===== config.mk =====
export PLATFORM = sky130hd
export DESIGN_NAME = stereo_serial_shifter
export DESIGN_NICKNAME = d
export VERILOG_FILES = /design/src/rtl/ser_types_pkg.sv /design/src/rtl/ser_clk_edges.sv /design/src/rtl/ser_pair_hold.sv /design/src/rtl/ser_bit_shift.sv /design/src/rtl/stereo_serial_shifter.sv
export SDC_FILE = /design/constraint.sdc
export NUM_CORES = 1
export LEC_CHECK = 0
export ABC_AREA = 1
export ABC_CLOCK_PERIOD_IN_PS = 2600
export BUFFER_PORTS_ARGS = -buffer_cell sky130_fd_sc_hd__buf_2
export CAP_MARGIN = 30
export CORE_MARGIN = 4
export CORE_UTILIZATION = 55
export DETAILED_ROUTE_END_ITERATION = 16
export PLACE_DENSITY_LB_ADDON = 0.25
export RECOVER_POWER = 25
export SLEW_MARGIN = 20
export SYNTH_ARGS = -nofsm -noshare
export SYNTH_HDL_FRONTEND = slang
export SYNTH_SLANG_ARGS = --single-unit

===== constraint.sdc =====
create_clock -name clk -period 2.6 [get_ports clk]
set_clock_uncertainty 0.15 [all_clocks]
set_input_delay 0.52 -clock clk [delete_from_list [all_inputs] [get_ports clk]]
set_output_delay 0.52 -clock clk [all_outputs]
set_load 0.05 [all_outputs]

===== src/rtl/ser_types_pkg.sv =====
// Shared width and types for the stereo serial shifter.
// Assumes one fixed sample width for both channels.
package ser_types_pkg;

    parameter int unsigned SMP_W = 24;
    localparam int unsigned SLOT_W = $clog2(SMP_W + 1);

    typedef enum logic {
        FMT_EDGE  = 1'b0,
        FMT_DELAY = 1'b1
    } frame_fmt_e;

    typedef struct packed {
        logic [SMP_W-1:0] lft;
        logic [SMP_W-1:0] rgt;
    } smp_pair_t;

endpackage


===== src/rtl/ser_clk_edges.sv =====
// Detects bit-clock falling edges and half-frame starts.
// Assumes sclk_i and lrck_i are already synchronous to clk and that each
// level of sclk_i lasts at least one clk cycle. The lrck reference is low
// after reset.
module ser_clk_edges (
    input  logic clk,
    input  logic rst_n,
    input  logic sclk_i,
    input  logic lrck_i,
    output logic fall_o,
    output logic half_o
);
    logic sclk_q;
    logic lrck_ref;

    assign fall_o = sclk_q & ~sclk_i;
    assign half_o = fall_o & (lrck_i ^ lrck_ref);

    // Keep the last bit-clock sample and the lrck level seen at the last fall.
    always_ff @(posedge clk) begin
        if (!rst_n) begin
            sclk_q   <= 1'b0;
            lrck_ref <= 1'b0;
        end else begin
            sclk_q <= sclk_i;
            if (fall_o) begin
                lrck_ref <= lrck_i;
            end
        end
    end

    // a half-frame start is always followed by a reference equal to lrck
    a_r3_ref_tracks: assert property (@(posedge clk) disable iff (!rst_n)
        half_o |=> (lrck_ref == $past(lrck_i)));

endmodule


===== src/rtl/ser_pair_hold.sv =====
// One-entry holding slot for sample pairs, plus the pair currently in use.
// A waiting pair moves into use on a load request. A pair accepted on that
// same clock stays waiting for the next load.
module ser_pair_hold
    import ser_types_pkg::*;
(
    input  logic      clk,
    input  logic      rst_n,
    input  logic      valid_i,
    input  smp_pair_t pair_in_i,
    output logic      ready_o,
    input  logic      load_i,
    output smp_pair_t pair_use_o
);
    smp_pair_t pend_q;
    smp_pair_t act_q;
    logic      pend_full;

    assign ready_o    = ~pend_full;
    assign pair_use_o = (load_i && pend_full) ? pend_q : act_q;

    // Move a waiting pair into use, or accept a new pair into an empty slot.
    always_ff @(posedge clk) begin
        if (!rst_n) begin
            pend_q    <= '0;
            act_q     <= '0;
            pend_full <= 1'b0;
        end else if (load_i && pend_full) begin
            act_q     <= pend_q;
            pend_full <= 1'b0;
        end else if (valid_i && !pend_full) begin
            pend_q    <= pair_in_i;
            pend_full <= 1'b1;
        end
    end

    // a full slot keeps its pair until a load takes it
    a_r8_slot_holds: assert property (@(posedge clk) disable iff (!rst_n)
        (pend_full && !load_i) |=> (pend_full && $stable(pend_q)));

    // a load consumes the waiting pair
    a_r9_load_empties: assert property (@(posedge clk) disable iff (!rst_n)
        (load_i && pend_full) |=> (!pend_full && act_q == $past(pend_q)));

endmodule


===== src/rtl/ser_bit_shift.sv =====
// Slot counter and serial bit selection for both framings.
// The edge-aligned bit comes straight from the word. The delayed framing
// sends the previous edge-aligned bit. Slots past the word width give 0.
module ser_bit_shift
    import ser_types_pkg::*;
(
    input  logic      clk,
    input  logic      rst_n,
    input  logic      fall_i,
    input  logic      half_i,
    input  logic      left_ch_i,
    input  logic      dly_fmt_i,
    input  smp_pair_t pair_i,
    output logic      sdata_o
);
    logic [SLOT_W-1:0] cnt_q;
    logic [SLOT_W-1:0] cnt_nx;
    logic [SMP_W-1:0]  word;
    logic [SMP_W-1:0]  word_sh;
    logic              edge_bit;
    logic              dly_bit;

    // Next slot index: restart on a half start, saturate past the word.
    always_comb begin
        if (half_i) begin
            cnt_nx = '0;
        end else if (cnt_q == SLOT_W'(SMP_W)) begin
            cnt_nx = cnt_q;
        end else begin
            cnt_nx = cnt_q + 1'b1;
        end
    end

    // Pick the channel word and the bit for this slot (0 once shifted out).
    always_comb begin
        word     = left_ch_i ? pair_i.lft : pair_i.rgt;
        word_sh  = word << cnt_nx;
        edge_bit = word_sh[SMP_W-1];
    end

    // Advance the slot and drive the line once per bit-clock fall.
    always_ff @(posedge clk) begin
        if (!rst_n) begin
            cnt_q   <= SLOT_W'(SMP_W);
            dly_bit <= 1'b0;
            sdata_o <= 1'b0;
        end else if (fall_i) begin
            cnt_q   <= cnt_nx;
            dly_bit <= edge_bit;
            sdata_o <= dly_fmt_i ? dly_bit : edge_bit;
        end
    end

    // the line only moves on a detected falling edge
    a_r7_hold_between_falls: assert property (@(posedge clk) disable iff (!rst_n)
        !fall_i |=> $stable(sdata_o));

    // edge-aligned slots past the word width are zero
    a_r5_pad_zero: assert property (@(posedge clk) disable iff (!rst_n)
        (fall_i && !half_i && !dly_fmt_i && cnt_q >= SLOT_W'(SMP_W - 1)) |=> !sdata_o);

endmodule


===== src/rtl/stereo_serial_shifter.sv =====
// Top of the stereo serial shifter. It latches the framing strap once
// after reset and wires together edge detection, pair holding and the
// bit shifter. Assumes the bit clock is sampled at least twice per period.
module stereo_serial_shifter
    import ser_types_pkg::*;
(
    input  logic             clk,
    input  logic             rst_n,
    input  logic             fmt_strap_i,
    input  logic             sclk_i,
    input  logic             lrck_i,
    input  logic             smp_valid_i,
    output logic             smp_ready_o,
    input  logic [SMP_W-1:0] smp_left_i,
    input  logic [SMP_W-1:0] smp_right_i,
    output logic             sdata_o
);
    frame_fmt_e fmt_q;
    logic       fmt_done;
    logic       fall;
    logic       half;
    logic       left_ch;
    logic       dly_fmt;
    smp_pair_t  pair_in;
    smp_pair_t  pair_use;

    // Capture the strap on the first clock out of reset, then hold it.
    always_ff @(posedge clk) begin
        if (!rst_n) begin
            fmt_q    <= FMT_EDGE;
            fmt_done <= 1'b0;
        end else if (!fmt_done) begin
            fmt_q    <= frame_fmt_e'(fmt_strap_i);
            fmt_done <= 1'b1;
        end
    end

    assign dly_fmt = (fmt_q == FMT_DELAY);
    assign left_ch = lrck_i ^ dly_fmt;
    assign pair_in = '{lft: smp_left_i, rgt: smp_right_i};

    ser_clk_edges u_edges (
        .clk    (clk),
        .rst_n  (rst_n),
        .sclk_i (sclk_i),
        .lrck_i (lrck_i),
        .fall_o (fall),
        .half_o (half)
    );

    ser_pair_hold u_hold (
        .clk        (clk),
        .rst_n      (rst_n),
        .valid_i    (smp_valid_i),
        .pair_in_i  (pair_in),
        .ready_o    (smp_ready_o),
        .load_i     (half & left_ch),
        .pair_use_o (pair_use)
    );

    ser_bit_shift u_shift (
        .clk       (clk),
        .rst_n     (rst_n),
        .fall_i    (fall),
        .half_i    (half),
        .left_ch_i (left_ch),
        .dly_fmt_i (dly_fmt),
        .pair_i    (pair_use),
        .sdata_o   (sdata_o)
    );

    // once captured, the framing choice never changes before reset
    a_r2_fmt_held: assert property (@(posedge clk) disable iff (!rst_n)
        fmt_done |=> (fmt_done && $stable(fmt_q)));

endmodule


Word-level counts from Yosys, hierarchy flattened --
Index checks and enable logic that the tools add are counted.
Storage, ports and cells: bits in registers 108, word-level logic and storage cells 35, input bits 54, output and inout bits 2
Cells by class: add/sub/neg operators 1, bitwise operators 9, muxes and demuxes 6, equality and inequality tests 1, reductions and logical operators 5, shift-type cells 1
Operators by type and width (count):
- $mux W48 | 1
- $mux W24 | 1
- $shl A24 B5 Y24 | 1
- $mux W5 | 2
- $add A5 B1 Y5 const B | 1
- $eq A5 B5 Y1 const B | 1
- $not A1 Y1 | 4
- $and A1 B1 Y1 | 3
- $logic_and A1 B1 Y1 | 2
- $mux W1 | 2
- $reduce_and A2 Y1 | 1
- $reduce_or A2 Y1 | 1
- $xor A1 B1 Y1 | 2
- $logic_not A1 Y1 | 1

Longest topological paths before layout --
word-level depth 9, depth in mapped cells 17, depth with buffers taken out 16

Cells and area by module --
From an unflattened synthesis, not the netlist that was laid out.
Unflattened totals: cell total of the unflattened synthesis 912, area total of the unflattened synthesis 5688.0 um^2
By module, submodules not included:
- ser_pair_hold | cells an instance 722, times used 1, area an instance 4478.0 um^2, sequential area each 1941.9 um^2
- ser_bit_shift | cells an instance 160, times used 1, area an instance 1018.5 um^2, sequential area each 140.1 um^2
- ser_clk_edges | cells an instance 16, times used 1, area an instance 96.3 um^2, sequential area each 40.0 um^2
- stereo_serial_shifter | cells an instance 14, times used 1, area an instance 95.1 um^2, sequential area each 40.0 um^2

Least setup slack after synthesis --
OpenSTA, ideal clock, no wires.
path type input to register, from in sclk_i, to reg u_shift.dly_bit, library setup time 115 ps, arrival time 1853 ps, path buffers 1, stages 15, path slack 483 ps, data required time 2335 ps, cells stage by stage nor2_4 inv_2 nor2_8 nand2_4 buf_2 o21ai_1 nand2_1 nand3_1 nand3_1 nand3_1 nand3_2 nand3_2 nand3_1 o211ai_1 inv_2
Between the ends: cells in the longest elaborated chain, start to end 8, elaborated cells between the ends (all ways) 9, those cells by class shift: 1; mux: 3; bitwise: 4; reduce/logical: 1
Ends and longest elaborated chain:
- start, declared | line stereo_serial_shifter.sv:10 | input logic sclk_i,
- $not A1 Y1 (*) | line ser_clk_edges.sv:16 | assign fall_o = sclk_q & ~sclk_i;
- $and A1 B1 Y1 (*) | line ser_clk_edges.sv:16
- $and A1 B1 Y1 | line ser_clk_edges.sv:17 | assign half_o = fall_o & (lrck_i ^ lrck_ref);
- $and A1 B1 Y1 | line stereo_serial_shifter.sv:57 | .load_i (half & left_ch),
- $logic_and A1 B1 Y1 | line ser_pair_hold.sv:20 | assign pair_use_o = (load_i && pend_full) ? pend_q : act_q;
- $mux W48 | line ser_pair_hold.sv:20
- $mux W24 | line ser_bit_shift.sv:36 | word = left_ch_i ? pair_i.lft : pair_i.rgt;
- $shl A24 B5 Y24 | line ser_bit_shift.sv:37 | word_sh = word << cnt_nx;
- end signal, assigned | line ser_bit_shift.sv:49 | dly_bit <= edge_bit;
- end, declared | line ser_bit_shift.sv:21 | logic dly_bit;
Every way passes the cells marked *; elsewhere a longest branch is shown, timed or not. A chain may end at the register's enable or synchronous reset.

Worst setup path in the final report --
from reg u_shift.cnt_q[0], to reg u_shift.sdata_o
Between the ends: cells in the longest elaborated chain, start to end 5, elaborated cells between the ends (all ways) 6, those cells by class add/sub: 1; eq/ne: 1; shift: 1; mux: 3
Ends and longest elaborated chain:
- start, declared | line ser_bit_shift.sv:16 | logic [SLOT_W-1:0] cnt_q;
- start signal, assigned | line ser_bit_shift.sv:44 | cnt_q <= SLOT_W'(SMP_W);
- start signal, assigned | line ser_bit_shift.sv:48 | cnt_q <= cnt_nx;
- $add A5 B1 Y5 or $eq A5 B5 Y1 (tied branches) | line ser_bit_shift.sv:30, ser_bit_shift.sv:27
- $mux W5 (*) | line ser_bit_shift.sv:27 | end else if (cnt_q == SLOT_W'(SMP_W)) begin
- $mux W5 (*) | line ser_bit_shift.sv:25 | if (half_i) begin
- $shl A24 B5 Y24 (*) | line ser_bit_shift.sv:37
- $mux W1 (*) | line ser_bit_shift.sv:50 | sdata_o <= dly_fmt_i ? dly_bit : edge_bit;
- end signal, assigned | line ser_bit_shift.sv:50
- end, declared | line ser_bit_shift.sv:14 | output logic sdata_o
Marked as above.

==> impl_results.html <==
<table>
<tr><th>Metric</th><th>Value</th></tr>
<tr><th colspan="2">CTS</th></tr>
<tr><td>Post-cts hold buffer count</td><td>0</td></tr>
<tr><td>Number of clock sinks</td><td>108</td></tr>
<tr><td># resized after CTS</td><td>0</td></tr>
<tr><td>CTS max path bufs</td><td>2</td></tr>
<tr><td>TritonCTS clock tree</td><td>done</td></tr>
<tr><td>Clock network latency to the later pin of the worst-skew pair</td><td>0.36 ns</td></tr>
<tr><td>Clock tree root driver cell</td><td>sky130_fd_sc_hd__clkbuf_8</td></tr>
<tr><td>Total setup buffers inserted after CTS</td><td>0</td></tr>
<tr><td>TritonCTS buffer count</td><td>9</td></tr>
<tr><td>Number of levels the H-tree was split into</td><td>3</td></tr>
<tr><td>Clk slew on worst S/H paths</td><td>0.10 ns</td></tr>
<tr><th colspan="2">Layout</th></tr>
<tr><td>Post-layout instance area</td><td>5154 um2</td></tr>
<tr><td>Most frequent cells in the layout</td><td>sky130_fd_sc_hd__nor2_1, sky130_fd_sc_hd__nand2_1, sky130_fd_sc_hd__dfxtp_1, sky130_fd_sc_hd__nand3_1, sky130_fd_sc_hd__o21ai_0</td></tr>
<tr><td>Final layout net count</td><td>731</td></tr>
<tr><td>Total inserted antenna cells</td><td>0</td></tr>
<tr><td>Layout cell share with drive strength beyond 1</td><td>18.24%</td></tr>
<tr><td>Growth of design area from synthesis to finish</td><td>11.99%</td></tr>
<tr><td>Largest regs</td><td>u_hold.act_q (48), u_hold.pend_q (48), u_shift.cnt_q (5)</td></tr>
<tr><td>Most common library cell in the layout ignoring fill and taps</td><td>sky130_fd_sc_hd__nor2_1</td></tr>
<tr><th colspan="2">STA</th></tr>
<tr><td>Rel. slew slack</td><td>41.83%</td></tr>
<tr><td>Total Negative Setup Slacks</td><td>0 ns</td></tr>
<tr><td>Fin crit share</td><td>90.88%</td></tr>
<tr><td>Max-slew violation count</td><td>0</td></tr>
<tr><td>Worst-case hold slack</td><td>0.2365 ns</td></tr>
<tr><td>Count of final hold-check violations</td><td>0</td></tr>
<tr><td>Count of final setup violators</td><td>0</td></tr>
<tr><td>Slew at the pin with the worst max-slew slack</td><td>0.8726 ns</td></tr>
<tr><td>RSZ-0062 raised after global routing</td><td>no</td></tr>
<tr><td>Final Critical Period</td><td>2.363 ns</td></tr>
<tr><td>Achievable clock frequency</td><td>423.2 MHz</td></tr>
<tr><th colspan="2">Route</th></tr>
<tr><td>Vias after detailed routing</td><td>4,054</td></tr>
<tr><td>Via density per instance</td><td>5.164</td></tr>
<tr><td>DRC marker count from the first detailed-route iteration</td><td>154</td></tr>
<tr><td>Detailed-route wire length per cell</td><td>12.70 um</td></tr>
<tr><td>Post-route DRC violation count</td><td>0</td></tr>
<tr><td>Number of nets with antenna violations after routing</td><td>0</td></tr>
<tr><td>WL final</td><td>9969 um</td></tr>
<tr><td>Router iterations before antenna repair</td><td>4</td></tr>
<tr><th colspan="2">Power</th></tr>
<tr><td>Comb power frac</td><td>14.4%</td></tr>
<tr><td>Max rail drop VDD</td><td>0.3819 mV</td></tr>
<tr><td>Net switching power figure</td><td>915.3 uW</td></tr>
<tr><td>Internal Power</td><td>2369 uW</td></tr>
<tr><td>PD cells</td><td>637.2 nW/um2</td></tr>
<tr><td>Relative contribution of the clock network to total power</td><td>31.4%</td></tr>
<tr><td>Sw Share</td><td>27.87%</td></tr>
<tr><td>Sequential group share of total power</td><td>54.2%</td></tr>
<tr><td>Leakage</td><td>0.002372 uW</td></tr>
<tr><td>Sum of internal, switching and leakage power</td><td>3284 uW</td></tr>
<tr><th colspan="2">Logic synthesis</th></tr>
<tr><td>Post-Syn Area per Cell</td><td>7.293 um2</td></tr>
<tr><td>Post-synthesis instance area</td><td>4602 um2</td></tr>
<tr><td>Portion of the post-synthesis area used by sequential elements</td><td>46.98%</td></tr>
<tr><td>Number of synthesized register bits</td><td>108</td></tr>
<tr><td>Netlist cell types</td><td>30</td></tr>
<tr><td>Synthesized instance count</td><td>631</td></tr>
<tr><td>Number of nets produced by synthesis</td><td>687</td></tr>
<tr><td>Total number of yosys warnings</td><td>0</td></tr>
<tr><th colspan="2">Setup path</th></tr>
<tr><td>Highest fanout seen on the critical path</td><td>13</td></tr>
<tr><td>Startpoint Class</td><td>flip-flop</td></tr>
<tr><td>Crit path arrival time</td><td>2.45 ns</td></tr>
<tr><td>Data required time of the worst path</td><td>2.69 ns</td></tr>
<tr><td>Critical Path End Type</td><td>flip-flop</td></tr>
<tr><td>Critical path class</td><td>flip-flop to flip-flop</td></tr>
<tr><th colspan="2">Run</th></tr>
<tr><td>Number of max-cap violations</td><td>0</td></tr>
<tr><th colspan="2">Floorplanning</th></tr>
<tr><td>I/O pins</td><td>56</td></tr>
<tr><td>DIE HEIGHT</td><td>99.47 um</td></tr>
<tr><td>Core Footprint</td><td>8175 um2</td></tr>
<tr><td>Area of the die</td><td>9894 um2</td></tr>
<tr><td>Horizontal die dimension</td><td>99.47 um</td></tr>
<tr><td>Rows</td><td>33</td></tr>
<tr><td>Initial standard-cell utilization of the core</td><td>56.29%</td></tr>
<tr><th colspan="2">Min path</th></tr>
<tr><td>Class of the worst hold path</td><td>input port to flip-flop</td></tr>
<tr><th colspan="2">Outcome</th></tr>
<tr><td>Outcome</td><td>finished, final reports clean</td></tr>
<tr><th colspan="2">Global route</th></tr>
<tr><td>Antenna violations before repair</td><td>0</td></tr>
<tr><td>Gr usage total</td><td>21.39%</td></tr>
<tr><td>Total overflow reported by the global router</td><td>0</td></tr>
<tr><td>Via count of the first global-routing pass</td><td>3,826</td></tr>
<tr><td>First-pass GRT wire length</td><td>17,310 um</td></tr>
<tr><td>Largest net degree at the start of global routing</td><td>49</td></tr>
<tr><th colspan="2">Placed design</th></tr>
<tr><td>Port Buf Inserts</td><td>55</td></tr>
<tr><td>Area after DPL</td><td>4962 um2</td></tr>
<tr><td>Placer Congestion</td><td>0.8833</td></tr>
<tr><td>Half-perimeter wire length after detailed placement</td><td>7252 um</td></tr>
</table>
[power groups by stage]
stage	clock network, uW	logic (uW)	registers (uW)
floorplan	0	346	1810
global placement	0	468	1820
detailed placement	0	477	1820
CTS	1050	479	1780
global route	1120	544	1790
finish	1030	473	1780
[synthesized netlist by cell type]
master / n / area, um2
sky130_fd_sc_hd__buf_4: 1 / 7.510
sky130_fd_sc_hd__a211oi_1: 1 / 7.510
sky130_fd_sc_hd__nor2_2: 1 / 6.260
sky130_fd_sc_hd__xor2_1: 1 / 8.760
sky130_fd_sc_hd__inv_1: 29 / 108.9
sky130_fd_sc_hd__nor2_8: 1 / 20.02
sky130_fd_sc_hd__dfxtp_1: 108 / 2162
sky130_fd_sc_hd__ha_1: 2 / 25.02
sky130_fd_sc_hd__buf_2: 6 / 30.03
sky130_fd_sc_hd__nand2_2: 11 / 68.82
sky130_fd_sc_hd__or2_2: 8 / 50.05
sky130_fd_sc_hd__nor2_4: 2 / 22.52
sky130_fd_sc_hd__buf_12: 1 / 20.02
sky130_fd_sc_hd__nand3_1: 62 / 310.3
sky130_fd_sc_hd__o211ai_1: 1 / 7.510
sky130_fd_sc_hd__clkbuf_1: 23 / 86.33
sky130_fd_sc_hd__o21ai_0: 56 / 280.3
sky130_fd_sc_hd__inv_2: 6 / 22.52
sky130_fd_sc_hd__o21ai_1: 21 / 105.1
sky130_fd_sc_hd__nand2_1: 108 / 405.4
sky130_fd_sc_hd__nand2_4: 1 / 11.26
sky130_fd_sc_hd__nor3_4: 1 / 16.27
sky130_fd_sc_hd__clkinv_1: 1 / 3.750
sky130_fd_sc_hd__buf_6: 4 / 45.04
sky130_fd_sc_hd__nor2_1: 126 / 473.0
sky130_fd_sc_hd__a21oi_2: 1 / 8.760
sky130_fd_sc_hd__a21oi_1: 35 / 175.2
sky130_fd_sc_hd__nand4_1: 1 / 6.260
sky130_fd_sc_hd__buf_1: 2 / 7.510
sky130_fd_sc_hd__nand3_2: 10 / 100.1
[through the flow]
stage               worst slack (ns)  std cells  util (%)
CTS                           0.2691        785     63.15
detailed placement           0.02056        769     60.70
floorplan                     0.4826        631         -
global route                 0.04522        785     63.04
global placement             0.06615        769     60.70
finish                        0.2370        785     63.04
[critical path: stages, from the launching register on]
cell and delay (ns):
sky130_fd_sc_hd__dfxtp_1 0.47, sky130_fd_sc_hd__inv_1 0.07, sky130_fd_sc_hd__ha_1 0.21, sky130_fd_sc_hd__nand3_2 0.12, sky130_fd_sc_hd__nor2_1 0.06, sky130_fd_sc_hd__nor2_2 0.27
sky130_fd_sc_hd__inv_2 0.19, sky130_fd_sc_hd__nand3_1 0.12, sky130_fd_sc_hd__nand3_1 0.08, sky130_fd_sc_hd__nand3_1 0.10, sky130_fd_sc_hd__nand3_1 0.10, sky130_fd_sc_hd__nand3_2 0.10
sky130_fd_sc_hd__nand3_1 0.07, sky130_fd_sc_hd__nand2_1 0.08, sky130_fd_sc_hd__a21oi_2 0.05
[cells by family (layout without fill, tap and decap cells)]
family / after synthesis / count (layout) / synth area share [%]
XOR/XNOR: 1 / 1 / 0.1904
AO/OA/AOI/OAI: 115 / 115 / 12.70
AND/OR/NAND/NOR: 332 / 332 / 32.38
buffers and inverters: 73 / 122 / 7.205
flip-flops: 108 / 108 / 46.98
adder cells (fa/ha/maj): 2 / 2 / 0.5437
[final timing paths]
path / cells after the start / endpoint / slack (ns) / from
setup / recovery: 14 / u_shift.sdata_o$_SDFFE_PN0P_ / 0.24 / u_shift.cnt_q[0]$_SDFFE_PN0P_
hold / removal: 3 / u_edges.sclk_q$_SDFF_PN0_ / 0.24 / sclk_i
setup reg to reg: 14 / u_shift.sdata_o$_SDFFE_PN0P_ / 0.24 / u_shift.cnt_q[0]$_SDFFE_PN0P_
hold reg to reg: 1 / dly_fmt$_SDFFE_PN0N_ / 0.29 / fmt_done$_DFF_P_
[routing by layer]
metal,wire length [um],global-route usage [%],up-vias
met5,0,0,-
met4,152,7.038,0
met3,309,3.857,14
met2,5156,37.71,59
met1,4351,26.37,1858
li1,-,-,2123
[cell type report]
type / count / area (um2)
clock buffers: 10 / 127.6
clock inverters: 6 / 72.57
fillers: 764 / 3022
inverters: 36 / 135.1
multi-input cells: 450 / 2108
flip-flops and latches: 108 / 2162
well taps: 105 / 131.4
repair buffers: 70 / 416.7
Note: power is estimated with default switching activity, not from simulation.
